--- src/rtl/irq_ack_pkg.sv ---
package irq_ack_pkg;
  localparam int unsigned NUM_VEC = 256;
  localparam int unsigned VEC_W   = $clog2(NUM_VEC);
  localparam int unsigned CLS_W   = 4;
  localparam int unsigned WR_W    = 16;

  localparam int unsigned SVR_EN_BIT    = 8;
  localparam int unsigned SVR_FOCUS_BIT = 9;

  typedef logic [VEC_W-1:0] vec_t;
  typedef logic [CLS_W-1:0] cls_t;

  typedef enum logic [1:0] {
    SEL_TPR  = 2'd0,
    SEL_SVR  = 2'd1,
    SEL_EOI  = 2'd2,
    SEL_RSVD = 2'd3
  } wr_sel_e;
endpackage

--- src/rtl/irq_prio_enc.sv ---
module irq_prio_enc #(
  parameter int unsigned N = 256,
  localparam int unsigned W = $clog2(N)
) (
  input  logic [N-1:0] bits_i,
  output logic         any_o,
  output logic [W-1:0] idx_o
);
  // highest set index wins
  always_comb begin
    any_o = 1'b0;
    idx_o = '0;
    for (int i = 0; i < N; i++) begin
      if (bits_i[i]) begin
        any_o = 1'b1;
        idx_o = W'(i);
      end
    end
  end

  always_comb begin
    if (any_o) AST_IDX_IS_SET: assert (bits_i[idx_o]);
  end
endmodule

--- src/rtl/irq_cfg_regs.sv ---
module irq_cfg_regs
  import irq_ack_pkg::*;
#(
  parameter bit VEC_ALL_WR = 1'b1
) (
  input  logic            clk_i,
  input  logic            rst_ni,
  input  logic            wr_en_i,
  input  logic [1:0]      wr_sel_i,
  input  logic [WR_W-1:0] wr_data_i,
  input  logic            tpr_b_we_i,
  input  vec_t            tpr_b_data_i,
  output vec_t            tpr_o,
  output vec_t            spur_vec_o,
  output logic            sw_en_o,
  output logic            focus_dis_o
);
  logic tpr_a_we, svr_we;
  vec_t tpr_q, spur_q, spur_d;
  logic en_q, focus_q, focus_d;

  assign tpr_a_we = wr_en_i && (wr_sel_i == SEL_TPR);
  assign svr_we   = wr_en_i && (wr_sel_i == SEL_SVR);

  generate
    if (VEC_ALL_WR) begin : g_full
      assign spur_d  = wr_data_i[VEC_W-1:0];
      assign focus_d = 1'b0;
    end else begin : g_legacy
      assign spur_d  = {wr_data_i[VEC_W-1:CLS_W], {CLS_W{1'b1}}};
      assign focus_d = wr_data_i[SVR_FOCUS_BIT];
    end
  endgenerate

  // main port takes precedence over the second path
  always_ff @(posedge clk_i or negedge rst_ni) begin
    if (!rst_ni) begin
      tpr_q <= '0;
    end else if (tpr_a_we) begin
      tpr_q <= wr_data_i[VEC_W-1:0];
    end else if (tpr_b_we_i) begin
      tpr_q <= tpr_b_data_i;
    end
  end

  always_ff @(posedge clk_i or negedge rst_ni) begin
    if (!rst_ni) begin
      spur_q  <= '1;
      en_q    <= 1'b0;
      focus_q <= 1'b0;
    end else if (svr_we) begin
      spur_q  <= spur_d;
      en_q    <= wr_data_i[SVR_EN_BIT];
      focus_q <= focus_d;
    end
  end

  assign tpr_o       = tpr_q;
  assign spur_vec_o  = spur_q;
  assign sw_en_o     = en_q;
  assign focus_dis_o = focus_q;

  AST_TPR_A_WINS: assert property (@(posedge clk_i) disable iff (!rst_ni)
    (tpr_a_we && tpr_b_we_i) |=> (tpr_o == $past(wr_data_i[VEC_W-1:0])));

  generate
    if (VEC_ALL_WR) begin : g_chk_full
      AST_FOCUS_RSVD: assert property (@(posedge clk_i) disable iff (!rst_ni)
        svr_we |=> !focus_dis_o);
    end else begin : g_chk_legacy
      AST_LOW_NIBBLE_ONES: assert property (@(posedge clk_i) disable iff (!rst_ni)
        svr_we |=> (spur_vec_o[CLS_W-1:0] == {CLS_W{1'b1}}));
    end
  endgenerate
endmodule

--- src/rtl/irq_vec_state.sv ---
module irq_vec_state
  import irq_ack_pkg::*;
(
  input  logic clk_i,
  input  logic rst_ni,
  input  logic req_valid_i,
  input  vec_t req_vec_i,
  input  logic ack_i,
  input  logic eoi_i,
  input  cls_t tpr_cls_i,
  input  logic sw_en_i,
  output logic intr_o,
  output logic grant_o,
  output vec_t grant_vec_o
);
  logic [NUM_VEC-1:0] pend_q, pend_d, isr_q, isr_d;
  logic pend_any, isr_any, deliverable, grant;
  vec_t hp_vec, hi_isr;
  cls_t isr_cls, hp_cls;

  irq_prio_enc #(.N(NUM_VEC)) i_pend_enc (
    .bits_i (pend_q),
    .any_o  (pend_any),
    .idx_o  (hp_vec)
  );

  irq_prio_enc #(.N(NUM_VEC)) i_isr_enc (
    .bits_i (isr_q),
    .any_o  (isr_any),
    .idx_o  (hi_isr)
  );

  assign hp_cls      = hp_vec[VEC_W-1:VEC_W-CLS_W];
  assign isr_cls     = isr_any ? hi_isr[VEC_W-1:VEC_W-CLS_W] : '0;
  assign deliverable = pend_any && (hp_cls > tpr_cls_i) && (hp_cls > isr_cls);
  assign intr_o      = sw_en_i && deliverable;
  assign grant       = ack_i && intr_o;

  always_comb begin
    pend_d = pend_q;
    if (grant) pend_d[hp_vec] = 1'b0;
    if (req_valid_i) pend_d[req_vec_i] = 1'b1;
  end

  always_comb begin
    isr_d = isr_q;
    if (eoi_i && isr_any) isr_d[hi_isr] = 1'b0;
    if (grant) isr_d[hp_vec] = 1'b1;
  end

  always_ff @(posedge clk_i or negedge rst_ni) begin
    if (!rst_ni) begin
      pend_q <= '0;
      isr_q  <= '0;
    end else begin
      pend_q <= pend_d;
      isr_q  <= isr_d;
    end
  end

  assign grant_o     = grant;
  assign grant_vec_o = hp_vec;

  AST_SPUR_ISR_HOLD: assert property (@(posedge clk_i) disable iff (!rst_ni)
    (ack_i && !grant && !eoi_i) |=> (isr_q == $past(isr_q)));
  AST_SPUR_PEND_HOLD: assert property (@(posedge clk_i) disable iff (!rst_ni)
    (ack_i && !grant && !req_valid_i) |=> (pend_q == $past(pend_q)));
  AST_GRANT_SETS_ISR: assert property (@(posedge clk_i) disable iff (!rst_ni)
    grant |=> isr_q[$past(hp_vec)]);
  AST_GRANT_CLEARS_PEND: assert property (@(posedge clk_i) disable iff (!rst_ni)
    (grant && !req_valid_i) |=> !pend_q[$past(hp_vec)]);
  AST_EOI_ONE: assert property (@(posedge clk_i) disable iff (!rst_ni)
    (eoi_i && isr_any && !ack_i) |=> ($countones(isr_q) + 1 == $countones($past(isr_q))));
  AST_EOI_EMPTY: assert property (@(posedge clk_i) disable iff (!rst_ni)
    (eoi_i && !isr_any && !ack_i) |=> (isr_q == '0));
endmodule

--- src/rtl/irq_ack_ctrl.sv ---
module irq_ack_ctrl
  import irq_ack_pkg::*;
#(
  parameter bit VEC_ALL_WR = 1'b1
) (
  input  logic            clk_i,
  input  logic            rst_ni,
  input  logic            req_valid_i,
  input  logic [7:0]      req_vec_i,
  input  logic            wr_en_i,
  input  logic [1:0]      wr_sel_i,
  input  logic [WR_W-1:0] wr_data_i,
  input  logic            tpr_b_we_i,
  input  logic [7:0]      tpr_b_data_i,
  input  logic            ack_i,
  output logic            intr_o,
  output logic            ack_valid_o,
  output logic [7:0]      ack_vec_o,
  output logic [7:0]      tpr_o,
  output logic [7:0]      spur_vec_o,
  output logic            sw_en_o,
  output logic            focus_dis_o
);
  vec_t tpr, spur_vec, grant_vec, ack_vec_q;
  logic sw_en, focus_dis, eoi, grant, ack_valid_q;

  assign eoi = wr_en_i && (wr_sel_i == SEL_EOI);

  irq_cfg_regs #(.VEC_ALL_WR(VEC_ALL_WR)) i_cfg (
    .clk_i        (clk_i),
    .rst_ni       (rst_ni),
    .wr_en_i      (wr_en_i),
    .wr_sel_i     (wr_sel_i),
    .wr_data_i    (wr_data_i),
    .tpr_b_we_i   (tpr_b_we_i),
    .tpr_b_data_i (tpr_b_data_i),
    .tpr_o        (tpr),
    .spur_vec_o   (spur_vec),
    .sw_en_o      (sw_en),
    .focus_dis_o  (focus_dis)
  );

  irq_vec_state i_state (
    .clk_i       (clk_i),
    .rst_ni      (rst_ni),
    .req_valid_i (req_valid_i),
    .req_vec_i   (req_vec_i),
    .ack_i       (ack_i),
    .eoi_i       (eoi),
    .tpr_cls_i   (tpr[VEC_W-1:VEC_W-CLS_W]),
    .sw_en_i     (sw_en),
    .intr_o      (intr_o),
    .grant_o     (grant),
    .grant_vec_o (grant_vec)
  );

  // vector returned one cycle after the acknowledge is sampled
  always_ff @(posedge clk_i or negedge rst_ni) begin
    if (!rst_ni) begin
      ack_valid_q <= 1'b0;
      ack_vec_q   <= '0;
    end else begin
      ack_valid_q <= ack_i;
      if (ack_i) ack_vec_q <= grant ? grant_vec : spur_vec;
    end
  end

  assign ack_valid_o = ack_valid_q;
  assign ack_vec_o   = ack_vec_q;
  assign tpr_o       = tpr;
  assign spur_vec_o  = spur_vec;
  assign sw_en_o     = sw_en;
  assign focus_dis_o = focus_dis;

  AST_ACK_PULSE: assert property (@(posedge clk_i) disable iff (!rst_ni)
    ack_i |=> ack_valid_o);
  AST_DIS_SPUR: assert property (@(posedge clk_i) disable iff (!rst_ni)
    (ack_i && !sw_en) |=> (ack_vec_o == $past(spur_vec)));
  AST_DIS_NO_INTR: assert property (@(posedge clk_i) disable iff (!rst_ni)
    (!sw_en_o) |-> !intr_o);
endmodule

--- config.mk ---
export PLATFORM = sky130hd
export DESIGN_NAME = irq_ack_ctrl
export DESIGN_NICKNAME = d
export VERILOG_FILES = /design/src/rtl/irq_ack_pkg.sv /design/src/rtl/irq_prio_enc.sv /design/src/rtl/irq_cfg_regs.sv /design/src/rtl/irq_vec_state.sv /design/src/rtl/irq_ack_ctrl.sv
export SDC_FILE = /design/constraint.sdc
export NUM_CORES = 1
export LEC_CHECK = 0
export BUFFER_PORTS_ARGS = -buffer_cell sky130_fd_sc_hd__buf_4
export CORE_MARGIN = 3
export CORE_UTILIZATION = 55
export CTS_CLUSTER_SIZE = 30
export DETAILED_ROUTE_END_ITERATION = 10
export HOLD_SLACK_MARGIN = 0.05
export PLACE_DENSITY = 0.71
export SYNTH_ARGS = -nofsm -noshare
export SYNTH_HDL_FRONTEND = slang
export SYNTH_SLANG_ARGS = --single-unit
export TNS_END_PERCENT = 5
--- constraint.sdc ---
create_clock -name clk_i -period 5.27 [get_ports clk_i]
set_input_delay 0.527 -clock clk_i [delete_from_list [all_inputs] [get_ports clk_i]]
set_output_delay 0.527 -clock clk_i [all_outputs]
set_load 0.02 [all_outputs]
== After elaboration in Yosys (flattened, before gate mapping) ==
Cells that the tools add are included.

* Bits in registers: 538
* Input bits: 40
* Output and inout bits: 28
* Logic and storage cells: 1,072

* $lt $le $gt $ge: 8
* Eq/ne operators: 2
* Muxes and demuxes: 1,036
* Bitwise logic cells: 6
* Reduce and logical (&&, ||, !) cells: 13

{| class="wikitable"
|+ Operators with widths
! kind !! number
|-
| $mux 8 || 511
|-
| $mux 256 || 4
|-
| $mux 1 || 517
|-
| $and 256x256->256 || 2
|-
| $not 256->256 || 2
|-
| $or 256x256->256 || 2
|-
| $lt 8x9->1 const B || 3
|-
| $demux 1 s8 || 3
|-
| $ge 8x1->1 const B || 3
|-
| $logic_and 1x1->1 || 11
|-
| $gt 4x4->1 || 2
|-
| $mux 4 || 1
|-
| $eq 2x1->1 const B || 1
|-
| $eq 2x2->1 const B || 1
|-
| $logic_not 2->1 || 1
|-
| $reduce_bool 2->1 || 1
|}

== Depth between registers and ports, before layout ==
* Word-level depth: 264
* Gate-level depth with buffers: 19

== Cells and area by module ==
From an unflattened synthesis, not the netlist that was laid out.

* Cell total of the unflattened synthesis: 3,324
* Area, all modules: 29,672.2 µm²

{| class="wikitable"
|+ Modules (own cells, without submodules)
! module !! times used !! cells each !! area an instance (µm²) !! sequential area each (µm²)
|-
| irq_vec_state || 1 || 2,036 || 21,775.9 || 12,812.3
|-
| irq_prio_enc || 2 || 601 || 3,344.5 || 0.0
|-
| irq_cfg_regs || 1 || 48 || 790.8 || 435.4
|-
| irq_ack_ctrl || 1 || 38 || 416.6 || 225.2
|}

== Worst setup path after synthesis ==
Ideal clock, no wire load.

* Path kind: register to register
* Start: register i_state.pend_q[132]
* End: register i_state.pend_q[197]
* Library setup time: 0.129 ns
* Arrival time: 4.490 ns
* Data required time: 5.141 ns
* Path slack: 0.651 ns
* Stages on the path, launching flop included: 18
* Path buffers: 1
* Cells stage by stage: dfrtp_1 or4_1 or4_4 a211oi_1 o31ai_1 and2_1 buf_6 inv_2 ha_1 nand4_1 nand3_1 a21oi_1 o211ai_1 nor4_1 nand2_1 or3_1 or2_2 o2bb2ai_1

* Cells in the longest elaborated chain, start to end: 133

{| class="wikitable"
|+ Ends and longest elaborated chain
! what !! line !! source
|-
| start: declaration || irq_vec_state.sv:16 || <nowiki>logic [NUM_VEC-1:0] pend_q, pend_d, isr_q, isr_d;</nowiki>
|-
| start signal: assignment || irq_vec_state.sv:56 || <nowiki>pend_q <= pend_d;</nowiki>
|-
| $mux 8 (124 in a row) || irq_prio_enc.sv:14 || <nowiki>if (bits_i[i]) begin</nowiki>
|-
| $lt 8x9->1 (not written as such) or $ge 8x1->1 (tied branches) || irq_vec_state.sv:41 || <nowiki>if (grant) pend_d[hp_vec] = 1'b0;</nowiki>
|-
| $logic_and 1x1->1 (not written as such) || irq_vec_state.sv:41 ||
|-
| $mux 1 (not written as such) || irq_vec_state.sv:41 ||
|-
| $demux 1 s8 || n/a ||
|-
| $not 256->256 (no line) || n/a ||
|-
| $and 256x256->256 (no line) || n/a ||
|-
| $mux 256 (*) || irq_vec_state.sv:41 ||
|-
| $or 256x256->256 (no line) || n/a ||
|-
| $mux 256 (*) || irq_vec_state.sv:42 || <nowiki>if (req_valid_i) pend_d[req_vec_i] = 1'b1;</nowiki>
|-
| via i_state.pend_d[197] || irq_vec_state.sv:16 ||
|}

The timed path passes the listed nets; every way through them passes the cells marked *.
A chain may end at the register's enable or synchronous reset.

== Worst setup path after layout ==
* Start: register i_state.pend_q[185]
* End: register i_state.pend_q[17]

* Cells in the longest elaborated chain, start to end: 80

{| class="wikitable"
|+ Ends and longest elaborated chain
! what !! line
|-
| $mux 8 (71 in a row) || irq_prio_enc.sv:14
|-
| $lt 8x9->1 (not written as such) or $ge 8x1->1 (tied branches) || irq_vec_state.sv:41
|-
| $logic_and 1x1->1 (not written as such) || irq_vec_state.sv:41
|-
| $mux 1 (not written as such) || irq_vec_state.sv:41
|-
| $demux 1 s8 || n/a
|-
| $not 256->256 (no line) || n/a
|-
| $and 256x256->256 (no line) || n/a
|-
| $mux 256 (*) || irq_vec_state.sv:41
|-
| $or 256x256->256 (no line) || n/a
|-
| $mux 256 (*) || irq_vec_state.sv:42
|-
| via i_state.pend_d[17] || irq_vec_state.sv:16
|}

Marked as above.

==> flow_summary.ini <==
[clocking]
htreeDepth = 2
cts_sinks = 538
clk_pin_slew_ps = 60
clockRootBuffer = clkbuf_16
cts_made_buffers = 57
clkLatencyLatePin_ps = 640
clk_path_buf_depth = 3
tritoncts = built

[yosys]
ys_types = 86
yosys.area_share.adder = 0.003418
netlist_instances = 3372
synth_top_family_by_area = compound AO/OA/AOI/OAI gates
yosysWarnings = 0
synth_enable_flop_cells = 0
synth-seq-cells = 538
async_flop_share = 1.000
synth_xor_area_frac = 0
syn_nets = 3420
synthMuxAreaShare = 0.009570
synthSimpleGateAreaFrac = 0.2035
synth_compound_area_frac = 0.2844
ys_seq_area_frac = 0.4601
synth_area_mm2 = 0.02929
synth_ff_type = dfrtp_1
syn_area_per_cell_um2 = 8.685

[floorplanning]
rows = 83
die_w_um = 236.8
die-height_um = 236.8
coreArea_mm2 = 0.05203
initial_core_util = 0.5629
dieArea_mm2 = 0.05605
ios = 68

[timing]
setup_viol = 0
max_freq_mhz = 197.5
finalMaxSlewViolations = 0
rsz0062_at_grt = true
hold_viol_final = 0
fin_hold_ws_ps = 119.7
layout_setup_ws_ps = 207.1
min_period_ps = 5063
min_period_over_period = 0.9607
worst_pin_slew_ps = 1462
finClkSkew_ps = 31.25
slew_headroom = 0.02317

[min_path]
hold_depth = 3
min_path_type = primary input to register

[pwr]
p_leak_nw = 13.70
p_clk_frac = 0.354
switching_share = 0.3802
p_seq_frac = 0.372
p_int_mw = 7.627
power-per-cell-area_mw_per_mm2 = 367.6
p_switching_mw = 4.678
power_frac_comb = 0.274
peakVddDrop_v = 0.0004616

[setup_path]
worstPathArrival_ps = 5600
cp_cell_sequence = nor3b_1 > a2111oi_0 > nand4_1 > nor4_1 > o211a_1 > o2111ai_1 > a311oi_2 > or3_2 > buf_4 > nor3_1 > o22ai_1
critical-path-max-stage-delay_ps = 920
endpoint_kind = register
crit_slowest_cell = or3_2
worst-path-max-fanout = 30
rr_worst_depth = 11
setup.worst_path.start_class = register
required_ps = 5810
path_class = register to register

[placement]
place_area_mm2 = 0.03141
gp_congestion = 0.9943
place.detailed.hpwl_mm = 81.15
post-place-ws_ps = 259.9
port_buffers = 59

[route]
viasPerCell = 7.225
drc = 0
detail-route-antenna-nets = 0
wire_per_inst_um = 28.19
num_vias = 30500
drt_iter0_markers = 4441
dr.pass1.iters = 8
wl_mm = 119.0

[finish]
antennaDiodeCount = 0
layout_commonest_cell = o21ai_0
fill_cells = 4316
final_cell_mix = o21ai_0 (692), dfrtp_1 (530), buf_4 (227)
drive_gt1_frac = 0.1197
area_growth_pct = 14.30
nets = 3542
final_cell_area_mm2 = 0.03347

[grt]
track_usage = 0.4119
grt_pass1_wl_mm = 177.6
grt_pass1_vias = 29080
grt_max_degree = 159
grt_overflow = 0
antenna_found_initial = 4

[job]
cap_violations = 0

[status]
status = complete, no violations
-- per-layer routing --
metal,up-vias,global-route usage,part of all wire,wire (um)
met5,-,0,0.00011,13
met4,2,0.2183,0.061,7297
met3,489,0.1089,0.13,14980
met2,2158,0.6052,0.42,50590
met1,14750,0.5599,0.39,46160
li1,13100,-,-,-
-- state kept, by name, indices dropped and copies added (netlist names) --
register and flops:
i_cfg.tpr_o 8, ack_valid_o 1, i_cfg.spur_vec_o 8, i_state.isr_q 256, ack_vec_o 8, i_cfg.sw_en_o 1, i_state.pend_q 256
-- synth_stat cells, types with 15 or more instances --
| master | n | share of area |
|---|---|---|
| and2_1 | 18 | 0.0038 |
| or3_1 | 21 | 0.0045 |
| o21a_1 | 18 | 0.0046 |
| nand2_1 | 222 | 0.028 |
| o211ai_1 | 31 | 0.0079 |
| o21ai_1 | 28 | 0.0048 |
| nand4_1 | 46 | 0.0098 |
| o21ai_0 | 694 | 0.12 |
| nand3_1 | 75 | 0.013 |
| nor3_1 | 141 | 0.024 |
| a21o_1 | 32 | 0.0082 |
| a31oi_1 | 15 | 0.0032 |
| mux2_2 | 16 | 0.0062 |
| or4_1 | 33 | 0.0085 |
| nor4_1 | 182 | 0.039 |
| o2bb2ai_1 | 18 | 0.0054 |
| inv_1 | 120 | 0.015 |
| a211oi_1 | 21 | 0.0054 |
| o22ai_1 | 48 | 0.010 |
| dfrtp_1 | 530 | 0.45 |
| a21oi_1 | 118 | 0.020 |
| nor2b_1 | 37 | 0.0079 |
| o31ai_1 | 201 | 0.052 |
| or2_2 | 19 | 0.0041 |
| nor2_1 | 206 | 0.026 |
| a2111oi_0 | 15 | 0.0045 |
| nand2b_1 | 58 | 0.012 |
| o21bai_1 | 16 | 0.0041 |
| buf_2 | 15 | 0.0026 |
| clkbuf_1 | 152 | 0.019 |
-- cell families (layout without fill, tap and decap cells) --
logic type	count (synthesis)	count (layout)
mux	26	26
buf+inv	295	465
fa+ha+maj	8	8
compound gates	1371	1371
flops	538	538
simple gates	1133	1133
other cells	1	1
-- worst max-delay path, delay by kind of cell (launching register included) --
family,cells,cell delay [ps]
AOI/OAI and AO/OA,5,2130
and+or+nand+nor,5,1990
DFF,1,450
buffers and inverters,1,380
-- timing repair --
| action | in CTS | in global routing |
|---|---|---|
| resized for setup | 0 | 6 |
| endpoints found under the setup margin | 0 | 103 |
| hold endpoints to repair | 60 | 0 |
| hold buffers | 1 | 0 |
| buffers inserted | 0 | 1 |
-- cell type report --
type	count	area, um2	area share
clock inverters	30	337.8	0.01009
inverters	121	454.2	0.01357
repair buffers	237	1889	0.05644
clock buffers	77	1684	0.05031
flip-flops and latches	538	13470	0.4025
multi-input cells	2539	14780	0.4416
well taps	680	850.8	0.02542
-- power groups by stage --
| stage | clock network, mW | logic (mW) | registers (mW) |
|---|---|---|---|
| 2_1_floorplan | 0 | 1.62 | 4.61 |
| 3_3_place_gp | 0 | 3.20 | 4.62 |
| 3_5_place_dp | 0 | 3.22 | 4.63 |
| 4_1_cts | 4.36 | 3.23 | 4.56 |
| 5_1_grt | 4.52 | 3.44 | 4.60 |
| 6_report | 4.35 | 3.38 | 4.58 |
-- final timing paths --
kind / startpoint / to / slack, ps
worst min-delay path: wr_data_i[7] / i_cfg.tpr_o[7] / 120
max in group asynchronous: rst_ni / i_state.pend_q[134] / 3500
min in group asynchronous: rst_ni / i_state.isr_q[65] / 420
worst max-delay path: i_state.pend_q[185] / i_state.pend_q[17] / 210
worst max register to register: i_state.pend_q[185] / i_state.pend_q[17] / 210
worst min register to register: ack_vec_o[5] / ack_vec_o[5] / 510
-- per-stage QoR --
step / setup TNS, ps / cells / power [mW] / utilization
2_1_floorplan: 0 / 3372 / 6.234 / -
3_3_place_gp: 0 / 4113 / 7.824 / 0.6037
3_5_place_dp: 0 / 4113 / 7.850 / 0.6037
4_1_cts: 0 / 4221 / 12.15 / 0.6427
5_1_grt: -18.57 / 4222 / 12.56 / 0.6433
6_report: 0 / 4222 / 12.31 / 0.6433
Note: power is estimated with default switching activity, not from simulation.
